$ cat src/rtl/iexu_pkg.sv
package iexu_pkg;

  localparam logic [6:0] OPC_REG   = 7'b0110011;
  localparam logic [6:0] OPC_IMM   = 7'b0010011;
  localparam logic [6:0] OPC_UPPER = 7'b0110111;

  localparam logic [2:0] F3_ADD = 3'b000;
  localparam logic [2:0] F3_SHL = 3'b001;
  localparam logic [2:0] F3_LES = 3'b010;
  localparam logic [2:0] F3_XOR = 3'b100;
  localparam logic [2:0] F3_OR  = 3'b110;
  localparam logic [2:0] F3_AND = 3'b111;

  // Strobes passed from the decoder to the datapath
  typedef struct packed {
    logic selAdd;
    logic selSub;
    logic selAnd;
    logic selOr;
    logic selXor;
    logic selShl;
    logic selLess;
    logic selUpper;
    logic takeImm;
  } strobes_t;

endpackage

$ cat src/rtl/iexu_ctrl.sv
module iexu_ctrl
  import iexu_pkg::*;
(
  input  logic [6:0] opcode,
  input  logic [2:0] funct3,
  input  logic       altBit,
  input  logic       useImm,
  output strobes_t   strb
);

  logic isClass;
  assign isClass = (opcode == OPC_REG) || (opcode == OPC_IMM);

  always_comb begin
    strb         = '0;
    strb.takeImm = useImm;
    if (opcode == OPC_UPPER) begin
      strb.selUpper = 1'b1;
    end else if (isClass) begin
      case (funct3)
        F3_ADD: begin
          if (opcode == OPC_REG && altBit) strb.selSub = 1'b1;
          else                             strb.selAdd = 1'b1;
        end
        F3_SHL:  strb.selShl  = 1'b1;
        F3_LES:  strb.selLess = 1'b1;
        F3_XOR:  strb.selXor  = 1'b1;
        F3_OR:   strb.selOr   = 1'b1;
        F3_AND:  strb.selAnd  = 1'b1;
        default: ;
      endcase
    end
  end

  always_comb begin

    strobe_onehot_chk: assert ($onehot0({strb.selAdd, strb.selSub, strb.selAnd, strb.selOr,
                                         strb.selXor, strb.selShl, strb.selLess, strb.selUpper}));

    if (opcode == OPC_IMM) begin
      imm_no_sub_chk: assert (!strb.selSub);
    end

    if (opcode == OPC_UPPER) begin
      upper_only_chk: assert (strb.selUpper && !strb.selAdd && !strb.selLess);
    end
  end

endmodule

$ cat src/rtl/iexu_dp.sv
module iexu_dp
  import iexu_pkg::*;
#(
  parameter int XLEN   = 32,
  parameter int IMM_W  = 12,
  parameter int UIMM_W = 20
) (
  input  logic [XLEN-1:0] rs1Val,
  input  logic [XLEN-1:0] rs2Val,
  input  logic [31:0]     instrWord,
  input  strobes_t        strb,
  output logic [XLEN-1:0] result
);

  localparam int SHW    = $clog2(XLEN);
  localparam int ULOW_W = 32 - UIMM_W;

  logic [XLEN-1:0] immShort;
  logic [XLEN-1:0] immUpper;
  logic [31:0]     upper32;
  logic [XLEN-1:0] operandB;
  logic [XLEN-1:0] addendB;
  logic [XLEN-1:0] sumVal;
  logic [XLEN-1:0] shlVal;
  logic            lessBit;
  logic [SHW-1:0]  shAmt;

  assign immShort = {{(XLEN-IMM_W){instrWord[31]}}, instrWord[31 -: IMM_W]};
  assign upper32  = {instrWord[31 -: UIMM_W], {ULOW_W{1'b0}}};

  generate
    if (XLEN > 32) begin : g_wideUpper
      assign immUpper = {{(XLEN-32){upper32[31]}}, upper32};
    end else begin : g_nativeUpper
      assign immUpper = upper32[XLEN-1:0];
    end
  endgenerate

  assign operandB = strb.takeImm ? immShort : rs2Val;
  assign addendB  = strb.selSub ? ~operandB : operandB;
  assign sumVal   = rs1Val + addendB + {{(XLEN-1){1'b0}}, strb.selSub};
  assign shAmt    = operandB[SHW-1:0];
  assign shlVal   = rs1Val << shAmt;
  assign lessBit  = $signed(rs1Val) < $signed(operandB);

  always_comb begin
    result = '0;
    if (strb.selAdd || strb.selSub) result = result | sumVal;
    if (strb.selAnd)   result = result | (rs1Val & operandB);
    if (strb.selOr)    result = result | (rs1Val | operandB);
    if (strb.selXor)   result = result | (rs1Val ^ operandB);
    if (strb.selShl)   result = result | shlVal;
    if (strb.selLess)  result = result | {{(XLEN-1){1'b0}}, lessBit};
    if (strb.selUpper) result = result | immUpper;
  end

  always_comb begin

    if (strb.selLess) begin
      less_range_chk: assert (result[XLEN-1:1] == '0);
    end

    if (strb.selUpper) begin
      upper_low_chk: assert (result[ULOW_W-1:0] == '0);
    end

    if (strb.selShl) begin
      shl_fill_chk: assert ((result & ((XLEN'(1) << shAmt) - XLEN'(1))) == '0);
    end

    if (!(strb.selAdd || strb.selSub || strb.selAnd || strb.selOr || strb.selXor ||
          strb.selShl || strb.selLess || strb.selUpper)) begin
      idle_zero_chk: assert (result == '0);
    end

    if (strb.selSub && operandB == '0) begin
      sub_zero_chk: assert (result == rs1Val);
    end
  end

endmodule

$ cat src/rtl/int_exec_unit.sv
module int_exec_unit
  import iexu_pkg::*;
#(
  parameter int XLEN   = 32,
  parameter int IMM_W  = 12,
  parameter int UIMM_W = 20
) (
  input  logic [XLEN-1:0] rs1Val,
  input  logic [XLEN-1:0] rs2Val,
  input  logic [31:0]     instrWord,
  input  logic            useImm,
  output logic [XLEN-1:0] result
);

  strobes_t strb;

  iexu_ctrl u_ctrl (
    .opcode (instrWord[6:0]),
    .funct3 (instrWord[14:12]),
    .altBit (instrWord[30]),
    .useImm (useImm),
    .strb   (strb)
  );

  iexu_dp #(
    .XLEN   (XLEN),
    .IMM_W  (IMM_W),
    .UIMM_W (UIMM_W)
  ) u_dp (
    .rs1Val    (rs1Val),
    .rs2Val    (rs2Val),
    .instrWord (instrWord),
    .strb      (strb),
    .result    (result)
  );

endmodule

$ cat config.mk
export PLATFORM = sky130hd
export DESIGN_NAME = int_exec_unit
export DESIGN_NICKNAME = d
export VERILOG_FILES = /design/src/rtl/iexu_pkg.sv /design/src/rtl/iexu_ctrl.sv /design/src/rtl/iexu_dp.sv /design/src/rtl/int_exec_unit.sv
export SDC_FILE = /design/constraint.sdc
export NUM_CORES = 1
export LEC_CHECK = 0
export BUFFER_PORTS_ARGS = -buffer_cell sky130_fd_sc_hd__buf_2
export CAP_MARGIN = 15
export CELL_PAD_IN_SITES_DETAIL_PLACEMENT = 0
export CELL_PAD_IN_SITES_GLOBAL_PLACEMENT = 1
export CORE_MARGIN = 2
export CORE_UTILIZATION = 43
export DETAILED_ROUTE_END_ITERATION = 16
export PLACE_DENSITY = 0.85
export SYNTH_ARGS = -nofsm -noshare
export SYNTH_HDL_FRONTEND = slang
export SYNTH_SLANG_ARGS = --single-unit
export TNS_END_PERCENT = 10
$ cat constraint.sdc
create_clock -name vclk -period 6.1
set_clock_uncertainty 0.1 [all_clocks]
set_input_delay 1.22 -clock vclk [all_inputs]
set_output_delay 1.22 -clock vclk [all_outputs]
set_load 0.01 [all_outputs]
Word-level counts from Yosys, hierarchy flattened
Index checks and enable logic that the tools add are counted.
- reductions and logical operators: 4
- magnitude comparators: 1
- eq/ne operators: 8
- shift operators: 1
- add/subtract/negate cells: 2
- multiplexer cells: 20
- bitwise operators: 10
- operator list (kind ; number):
    32-bit two-way mux ; 9
    32-bit OR ; 6
    32-bit by 1-bit adder with 32-bit output ; 1
    32-bit adder ; 1
    32-bit AND ; 1
    32-bit less-than comparator ; 1
    32-bit inverter ; 1
    32-bit by 1-bit OR with 32-bit output ; 1
    32-bit by 5-bit << shifter with 32-bit output ; 1
    32-bit XOR ; 1
    7-bit by 6-bit == test with 1-bit output (second input constant) ; 2
    7-bit two-way mux ; 2
    3-bit == test (second input constant) ; 3
    1-bit two-way mux ; 8
    7-bit by 5-bit == test with 1-bit output (second input constant) ; 1
    3-bit by 1-bit == test with 1-bit output (second input constant) ; 1
    3-bit by 2-bit == test with 1-bit output (second input constant) ; 1
    3-bit zero test ; 1
    1-bit logical OR ; 2
    2-bit two-way mux ; 1
    1-bit logical AND ; 1
- register bits: 0
- word-level logic and storage cells: 46
- input bits: 97

Depth between registers and ports, before layout
Gate-level depths: netlist of the first run.
- word-level depth: 22
- gate-level depth with buffers: 17

Cells and area by module
From an unflattened synthesis of the first run, not the netlist that was laid out.
- cell total of the unflattened synthesis: 906
- area, all modules: 6702.7 µm²
- modules (own cells, without submodules) (module ; instances ; area an instance (µm²) ; cells each):
    iexu_dp ; 1 ; 6553.8 ; 890
    iexu_ctrl ; 1 ; 148.9 ; 16

Worst setup path after synthesis of the first run
OpenSTA, ideal clock, no wires.
- path kind: in2out
- start point: input useImm
- end point: output result[29]
- setup slack: 232 ps
- cell stages on the path: 16
- arrival time: 4548 ps
- cell sequence: buf_6 -> buf_2 -> mux2i_1 -> inv_1 -> buf_2 -> buf_1 -> xnor2_1 -> ha_1 -> a211oi_1 -> and2_1 -> a21boi_0 -> o41ai_4 -> a21oi_2 -> o21ai_1 -> a41o_1 -> or3_1
- cells in the longest elaborated chain, start to end: 18
- elaborated cells on any way between the ends: 22
- classes of those cells: add/sub: 2; shift: 1; mux: 9; bitwise: 10
- RTL lines (element ; RTL line ; text):
    from (decl) ; int_exec_unit.sv:11 ; input logic useImm,
    32-bit two-way mux (*) ; iexu_dp.sv:39 ; assign operandB = strb.takeImm ? immShort : rs2Val;
    32-bit inverter ; iexu_dp.sv:40 ; assign addendB = strb.selSub ? ~operandB : operandB;
    32-bit two-way mux ; iexu_dp.sv:40 ;
    32-bit adder ; iexu_dp.sv:41 ; assign sumVal = rs1Val + addendB + {{(XLEN-1){1'b0}}, strb.selSub};
    32-bit by 1-bit adder with 32-bit output ; iexu_dp.sv:41 ;
    32-bit two-way mux ; iexu_dp.sv:48 ; if (strb.selAdd || strb.selSub) result = result | sumVal;
    32-bit OR ; iexu_dp.sv:49 ; if (strb.selAnd) result = result | (rs1Val & operandB);
    32-bit two-way mux ; iexu_dp.sv:49 ;
    (+2 left out) ; -- ;
    32-bit OR ; iexu_dp.sv:51 ; if (strb.selXor) result = result | (rs1Val ^ operandB);
    32-bit two-way mux ; iexu_dp.sv:51 ;
    32-bit OR ; iexu_dp.sv:52 ; if (strb.selShl) result = result | shlVal;
    32-bit two-way mux (*) ; iexu_dp.sv:52 ;
    32-bit by 1-bit OR with 32-bit output ; iexu_dp.sv:53 ; if (strb.selLess) result = result | {{(XLEN-1){1'b0}}, lessBit};
    32-bit two-way mux (*) ; iexu_dp.sv:53 ;
    32-bit OR ; iexu_dp.sv:54 ; if (strb.selUpper) result = result | immUpper;
    32-bit two-way mux (*) ; iexu_dp.sv:54 ;
    to (decl) ; int_exec_unit.sv:12 ; output logic [XLEN-1:0] result
Every way passes the cells marked *; elsewhere a longest branch is shown, timed or not.

Worst setup path in the final report of the first run
- start point: input instrWord[6]
- end point: output result[29]
- cells in the longest elaborated chain, start to end: 22
- elaborated cells on any way between the ends: 28
- classes of those cells: add/sub: 2; eq/ne: 3; mux: 14; bitwise: 6; reduce/logical: 3
- RTL lines (element ; RTL line ; text):
    from (decl) ; int_exec_unit.sv:10 ; input logic [31:0] instrWord,
    7-bit by 6-bit == test with 1-bit output ; iexu_ctrl.sv:12, iexu_ctrl.sv:22 ;
    1-bit logical AND ; iexu_ctrl.sv:22 ; if (opcode == OPC_REG && altBit) strb.selSub = 1'b1;
    1-bit two-way mux ; iexu_ctrl.sv:22 ;
    2-bit two-way mux ; iexu_ctrl.sv:20 ; case (funct3)
    7-bit two-way mux ; iexu_ctrl.sv:19 ; end else if (isClass) begin
    7-bit two-way mux ; iexu_ctrl.sv:17 ; if (opcode == OPC_UPPER) begin
    32-bit two-way mux ; iexu_dp.sv:40 ;
    32-bit adder ; iexu_dp.sv:41 ;
    (+6 left out) ; -- ;
    32-bit OR ; iexu_dp.sv:51 ;
    32-bit two-way mux ; iexu_dp.sv:51 ;
    32-bit OR ; iexu_dp.sv:52 ;
    32-bit two-way mux ; iexu_dp.sv:52 ;
    32-bit by 1-bit OR with 32-bit output ; iexu_dp.sv:53 ;
    32-bit two-way mux ; iexu_dp.sv:53 ;
    32-bit OR ; iexu_dp.sv:54 ;
    32-bit two-way mux (*) ; iexu_dp.sv:54 ;
Marked as above.

==> results.md, run 1 <==
- Worst Setup Slack, final: 0.0799 ns
- Via density: 5.93
- Fillers: 1474
- Synth top area cells: ha_1 (25%), mux2i_1 (11%), a21oi_1 (6.5%), xnor2_1 (6.4%), o21ai_0 (5.2%)
- Core ar.: 14600 sq um
- Number of setup violations in the final report: 0
- Seq cells: 0
- Final count of hold timing violations: 0
- Library cells used by synthesis: 69
- Arrival @ worst endpoint: 4.70 ns
- Minimum clock period: 6.02 ns
- First-pass DRT Iterations: 5
- DRC Markers: 0
- Crit-path max FO: 14
- Total Wirelength: 25200 um
- Post-detail-place hpwl: 21000 um
- Pre-CTS WS: -0.0546 ns
- Req. time, crit path: 4.78 ns
- First-pass GRT wire length: 38700 um
- Initial antenna violation count: 1
- Via count: 7352
- Worst-margin pin slew: 0.774 ns
- Mapped cell area: 6450 sq um
- Effective utilization at floorplan: 44.2%
- Cells after synthesis: 873
- Share of cells above drive strength 1: 26.4%
- Overflow after GRT: 0
- Number of routed nets with antenna violations: 0
- Buffers on Ports: 124
- Max cap viols: 0
- Die W: 126 um
- RSZ-0062 raised after global routing: true
- Largest net degree at the start of global routing: 26
- Synthesized Nets: 1101
- Synth area leader: ha_1
- Slew HR: 48.2%
- Die area: 16000 sq um
- FF/Latch Area: 0 sq um
- Clock buffers: 0
- Post-synth top area share: 25.2%
- Die H: 126 um
- Period utilisation layout: 98.7%
- GR Util All Layers: 30.3%
- Startpoint types: input port
- Area added between synthesis and finish: 24.6%
- Fmax: 166 MHz
- Vias in the first global route: 6926
- Final Wtd Congestion: 0.972
- Ports: 129
- Critical Path End Type: output pin
- Status: complete, no violations
- Final #Nets: 1285
- Hold/Removal Path Class: input port to output pin
- Post-Place Cell Area: 7900 sq um
- Syn_area_per_cell: 7.38 sq um
- Register area share after synthesis: 0%
- Avg WL per Cell: 20.4 um
- CP Class: input port to output pin
- TNS Setup: 0 ns
- Num rows: 44
- Non-Filler Instances: 1240
- Max-slew violation count: 0
- YS warnings: 0
- Final non-filler cell area: 8030 sq um
- Hold buffer count at cts: 0
- Dpl cells: 1237
- Initial drt markers: 690
through the flow:
stage | util, % | hold WS, ns
3_5_place_dp | 54.2 | 2.79
2_1_floorplan | - | 2.56
4_1_cts | 54.3 | 2.80
6_report | 55.0 | 2.80
3_3_place_gp | 54.2 | 2.80
5_1_grt | 55.0 | 2.84
cell usage in the layout, fill, tap and decap left out, types with 4 or more instances in the layout:
cell type,n
a22oi_1,16
nand3b_1,4
o211ai_1,10
mux2i_1,68
a21oi_2,6
o21ai_0,66
o31ai_1,8
nand2_1,56
or3_1,4
a211oi_1,9
o22ai_1,5
nand4_1,5
buf_2,123
xor2_1,6
buf_4,106
nor2_1,42
nand2b_1,5
a32oi_1,4
a21oi_1,80
mux4_2,12
and3_1,7
inv_1,80
xnor2_1,45
ha_1,128
o21ai_1,4
nand3_1,17
a21o_1,15
o221ai_1,7
nor3_1,10
nor4_1,5
a31oi_1,5
and2_1,10
o21bai_1,8
a221oi_1,10
area by class of cell:
cell class                 count  area [sq um]  share of cell area [%]
multi-input combinational    741          6040                    75.2
timing repair buffer         231          1440                    18.0
inverter                      83           314                    3.91
tap                          184           230                    2.87
antenna                        1          2.50                  0.0312
synth_stat cells, types with 6 or more instances:
library cell,n
ha_1,130
and3_1,7
inv_1,80
nor2_1,42
nor4_1,6
xor2_1,6
buf_1,7
clkbuf_1,27
nor3_1,12
o31ai_1,8
mux2i_1,71
a221oi_1,10
and2_1,10
a21o_1,15
o221ai_1,7
o211ai_1,10
nand3_1,17
a22oi_1,16
a21oi_1,84
xnor2_1,47
a211oi_1,10
nand2_1,57
o21bai_1,10
o21ai_0,67
mux4_2,12
buf_2,9
timing repair:
action                                  4_1_cts  5_1_grt
setup buffers                                 0        2
resized for setup                             3       22
pin swaps                                     0        6
endpoints found under the setup margin        3       18
path summary, 6_finish.rpt:
kind                      start          to  slack (ns)  depth (start not counted)
hold / removal    instrWord[15]  result[15]        2.80                          6
setup / recovery   instrWord[6]  result[29]        0.08                         16
worst max-delay path, stage by stage:
cell	delay (ns)
buf_2	0.10
nand4bb_4	0.23
nor4_4	0.32
nand2_2	0.20
buf_6	0.22
xnor2_2	0.23
ha_1	0.28
a21o_1	0.16
a21o_1	0.18
a21o_1	0.19
a32o_1	0.29
a21oi_4	0.26
o21ai_4	0.13
a41o_1	0.24
or3_1	0.30
buf_2	0.15
cell families after synthesis:
family,share of synthesized area [%]
AOI/OAI and AO/OA,29.0
xor gates and xnor gates,7.20
adders and majority gates,25.5
buffers and inverters,8.48
muxes,15.6
and+or+nand+nor,14.2
routing by layer:
layer	routed length [um]	GRT usage [%]	vias up
met4	482	5.43	0
met5	0	0	-
met3	1890	3.16	22
met1	11500	43.6	3434
met2	11300	49.3	322
li1	-	-	3574
==> inputs of run 2 (changes only) <==
--- a/config.mk
+++ b/config.mk
@@ -12,6 +12,7 @@
 export CORE_MARGIN = 2
 export CORE_UTILIZATION = 43
 export DETAILED_ROUTE_END_ITERATION = 16
+export GPL_TIMING_DRIVEN = 0
 export PLACE_DENSITY = 0.85
 export SYNTH_ARGS = -nofsm -noshare
 export SYNTH_HDL_FRONTEND = slang
==> results.md, run 2 (synthesis results as in run 1) <==
- Hold buffer count at cts: 0
- Dpl cells: 1178
- First-pass DRT Iterations: 7
- Minimum clock period: 6.11 ns
- Seq cells: 0
- Startpoint types: input port
- Die H: 126 um
- Critical Path End Type: output pin
- Worst-margin pin slew: 1.14 ns
- Post-detail-place hpwl: 22800 um
- GR Util All Layers: 33.6%
- Most used cell, CP: buf_6
- Num rows: 44
- Setup crit start: useImm
- TNS Setup: -0.0173 ns
- Crit-path max FO: 10
- Share of cells above drive strength 1: 21.6%
- CP Class: input port to output pin
- Final Wtd Congestion: 1.03
- Fmax: 164 MHz
- Total Wirelength: 27900 um
- Area added between synthesis and finish: 18.0%
- Period utilisation layout: 100%
- Non-Filler Instances: 1185
- Die W: 126 um
- FF/Latch Area: 0 sq um
- Status: finished, violations left
- Final count of hold timing violations: 0
- First-pass GRT wire length: 41900 um
- Vias in the first global route: 6938
- Failing checks: negative setup slack
- Initial drt markers: 798
- DRC Markers: 0
- Effective utilization at floorplan: 44.2%
- Number of setup violations in the final report: 3
- Avg WL per Cell: 23.5 um
- Clock buffers: 0
- Worst Setup Slack, final: -0.0118 ns
- Hold/Removal Path Class: input port to output pin
- Req. time, crit path: 4.78 ns
- Largest net degree at the start of global routing: 20
- Max-slew violation count: 0
- Slew HR: 23.5%
- Largest stage delay on the critical path: 0.65 ns
- Die area: 16000 sq um
- Arrival @ worst endpoint: 4.79 ns
- Fillers: 1486
- Final #Nets: 1230
- Ports: 129
- Hold slack: 2.81 ns
- Crit path cell chain: buf_6 > buf_6 > mux2i_1 > inv_1 > xnor2_1 > ha_1 > and3_1 > nand3_1 > o41ai_4 > buf_6 > a21oi_4 > o21bai_2 > a21oi_1 > or3_1 > buf_2
- Via count: 7447
- Number of routed nets with antenna violations: 0
- Core ar.: 14600 sq um
- Pre-CTS WS: -1.23 ns
- Commonest non-fill, non-tap cells in the layout: buf_2 (128), ha_1 (128), inv_1 (80), a21oi_1 (69), o21ai_0 (66)
- Initial antenna violation count: 1
- Via density: 6.28
- Crit path capture: result[27]
- Buffers on Ports: 121
- Overflow after GRT: 0
- CP max stage cell: mux2i_1
- Max cap viols: 0
- RSZ-0062 raised after global routing: true
==> run 2: per-layer routing <==
layer | vias up | GRT usage, % | share of wire, %
met5 | - | 0 | 0
met4 | 0 | 8.92 | 3.1
met3 | 53 | 5.31 | 9.9
met2 | 412 | 53.2 | 44
met1 | 3506 | 47.5 | 43
li1 | 3476 | - | -
==> run 2: repair_timing <==
| item | in CTS | in global routing |
|---|---|---|
| setup buffers | 5 | 4 |
| pin swaps | 3 | 5 |
| resized for setup | 45 | 33 |
| endpoints found under the setup margin | 26 | 19 |
==> run 2: critical path: cells and delay by family <==
family / cells / cell delay (ns)
adders and majority gates: 1 / 0.38
and+or+nand+nor: 3 / 0.78
AOI/OAI and AO/OA: 4 / 0.72
muxes: 1 / 0.65
xor gates and xnor gates: 1 / 0.18
buffers and inverters: 5 / 0.85
==> run 2: area by class of cell <==
class	count	area, sq um	share of cell area (%)
Inverter	83	314	4.13
Antenna cell	1	2.50	0.0329
Timing Repair Buffer	130	677	8.90
Tap cell	184	230	3.03
Multi-Input combinational cell	741	6120	80.5
Buffer	46	263	3.46
==> run 2: how the worst min path moves through the flow <==
stage | from | end | slack (ns) | cells past startpoint
after floorplan | instrWord[24] | result[24] | 2.56 | 3
after global placement | instrWord[24] | result[24] | 2.80 | 5
after detailed placement | instrWord[24] | result[24] | 2.80 | 5
after CTS | instrWord[15] | result[15] | 2.80 | 6
after global routing | instrWord[24] | result[24] | 2.87 | 5
final | instrWord[15] | result[15] | 2.81 | 6
==> run 2: through the flow <==
| stage | area (sq um) | util, % |
|---|---|---|
| 2_1_floorplan | 6450 | - |
| 3_3_place_gp | 7280 | 49.9 |
| 3_5_place_dp | 7280 | 49.9 |
| 4_1_cts | 7460 | 51.1 |
| 5_1_grt | 7600 | 52.1 |
| 6_report | 7600 | 52.1 |
==> inputs of run 3 (changes only) <==
--- a/config.mk
+++ b/config.mk
@@ -10,10 +10,10 @@
 export CELL_PAD_IN_SITES_DETAIL_PLACEMENT = 0
 export CELL_PAD_IN_SITES_GLOBAL_PLACEMENT = 1
 export CORE_MARGIN = 2
-export CORE_UTILIZATION = 43
+export CORE_UTILIZATION = 38
 export DETAILED_ROUTE_END_ITERATION = 16
 export GPL_TIMING_DRIVEN = 0
-export PLACE_DENSITY = 0.85
+export PLACE_DENSITY = 0.77
 export SYNTH_ARGS = -nofsm -noshare
 export SYNTH_HDL_FRONTEND = slang
 export SYNTH_SLANG_ARGS = --single-unit
==> constraint.sdc (replaced) <==
create_clock -name vclk -period 5.5
set_clock_uncertainty 0.1 [all_clocks]
set_input_delay 1.1 -clock vclk [all_inputs]
set_output_delay 1.1 -clock vclk [all_outputs]
set_load 0.01 [all_outputs]
==> results.md, run 3 (synthesis results as in run 1) <==
- RSZ-0062 raised after global routing: true
- Vias in the first global route: 6953
- Peak supply drop: 0.0423 mV
- Pwr dens: 99.5 nW/um^2
- Max cap viols: 0
- Arrival @ worst endpoint: 4.55 ns
- Initial drt markers: 681
- Seq cells: 0
- GR Util All Layers: 30.7%
- Period utilisation layout: 105%
- Crit path cell chain: buf_2 > nand2b_4 > nor4_4 > nand2_4 > buf_8 > xnor2_1 > ha_1 > a21o_1 > a21oi_1 > o21ai_0 > a32o_1 > a21oi_4 > buf_12 > o21ai_4 > a41o_1 > or3_1 > buf_2
- Final #Nets: 1249
- Die H: 134 um
- Clock buffers: 0
- Fillers: 1771
- DRC Markers: 0
- Startpoint types: input port
- Via count: 7375
- Setup crit start: instrWord[2]
- Antenna diodes: 0
- Failing checks: negative setup slack
- Total Wirelength: 28900 um
- Final Wtd Congestion: 1.01
- Final count of hold timing violations: 0
- Overflow after GRT: 0
- Req. time, crit path: 4.30 ns
- Ports: 129
- Commonest non-fill, non-tap cells in the layout: buf_2 (127), ha_1 (124), inv_1 (80), mux2i_1 (62), a21oi_1 (62)
- Leading cell type in the layout, fill and taps excluded: buf_2
- Most used cell, CP: buf_2
- Status: finished, violations left
- HP Start: instrWord[24]
- First-pass GRT wire length: 42200 um
- Non-Filler Instances: 1239
- Via density: 5.95
- Fmax: 174 MHz
- Die W: 134 um
- Die area: 18000 sq um
- Leak pwr: 3.94 nW
- Cell family with most CP delay: compound AO/OA/AOI/OAI gates
- Slew HR: 27.4%
- Crit path buf inv count: 4
- Num rows: 47
- Critical Path End Type: output pin
- Dpl cells: 1214
- Largest net degree at the start of global routing: 17
- CP max stage cell: nor4_4
- CP Class: input port to output pin
- Initial antenna violation count: 0
- Hold/Removal Path Class: input port to output pin
- Worst-margin pin slew: 1.08 ns
- Pre-CTS WS: -1.51 ns
- First-pass DRT Iterations: 6
- Core ar.: 16600 sq um
- Effective utilization at floorplan: 38.9%
- Minimum clock period: 5.75 ns
- FF/Latch Area: 0 sq um
- Buffers on Ports: 121
- Crit-path max FO: 10
- Number of routed nets with antenna violations: 0
- Avg WL per Cell: 23.3 um
- Worst Setup Slack, final: -0.248 ns
- Area added between synthesis and finish: 24.8%
- Max-slew violation count: 0
- Largest stage delay on the critical path: 0.34 ns
- Number of setup violations in the final report: 14
- Share of cells above drive strength 1: 25.8%
- Post-detail-place hpwl: 23700 um
-- run 3: cell count changes in the layout (fill, tap and decap cells not counted), moves of 5 or more --
cell / previous run / this run
buf_4: 11 / 30
a21oi_1: 69 / 62
o21ai_0: 66 / 61
o21ai_1: 3 / 9
a21oi_2: 16 / 23
-- run 3: final cells by class --
cell class / count / area [sq um] / area share, %
Buffer: 45 / 304 / 3.78
Inverter: 83 / 314 / 3.90
Multi-Input combinational cell: 741 / 6300 / 78.3
Tap cell: 220 / 275 / 3.42
Timing Repair Buffer: 150 / 853 / 10.6
-- run 3: path summary, 6_finish.rpt --
check,end,cells after the start
setup / recovery,result[29],17
hold / removal,result[24],5
-- run 3: routing by layer --
layer | global-route usage [%] | up-vias | part of all wire (%)
met5 | 0 | - | 0
met4 | 7.84 | 0 | 2.6
met3 | 4.69 | 34 | 8.2
met2 | 49.8 | 314 | 45
met1 | 42.5 | 3513 | 44
li1 | - | 3514 | -
-- run 3: stage by stage --
stage / instance area, sq um / total power, mW / hold WS, ns / setup TNS, ns / utilization (%)
5_1_grt: 8040 / 0.864 / 2.63 / -3.97 / 48.5
3_3_place_gp: 7330 / 0.699 / 2.56 / -25.80 / 44.2
4_1_cts: 7790 / 0.756 / 2.60 / -4.18 / 47.0
3_5_place_dp: 7330 / 0.696 / 2.57 / -25.01 / 44.2
2_1_floorplan: 6450 / 0.471 / 2.32 / -0.110 / -
6_report: 8040 / 0.800 / 2.61 / -1.68 / 48.5
-- run 3: report_power, final --
part	switching, mW	leakage [nW]	total, mW	internal, mW
Combinational	0.477	3.94	0.800	0.323
Clock	0	0	0	0
Sequential	0	0	0	0
-- run 3: tightest hold or removal path, stage by stage --
cell and delay, ns:
buf_2 0.12, a221oi_1 0.08, nand2_1 0.09, a31o_2 0.10, buf_2 0.11
-- run 3: what timing repair did --
action,CTS,global route
cloned,1,0
resized for setup,79,53
endpoints found under the hold margin,0,0
pin swaps,13,18
hold buffers,0,0
endpoints found under the setup margin,29,24
buffers inserted,17,12
Note: power is estimated with default switching activity, not from simulation.
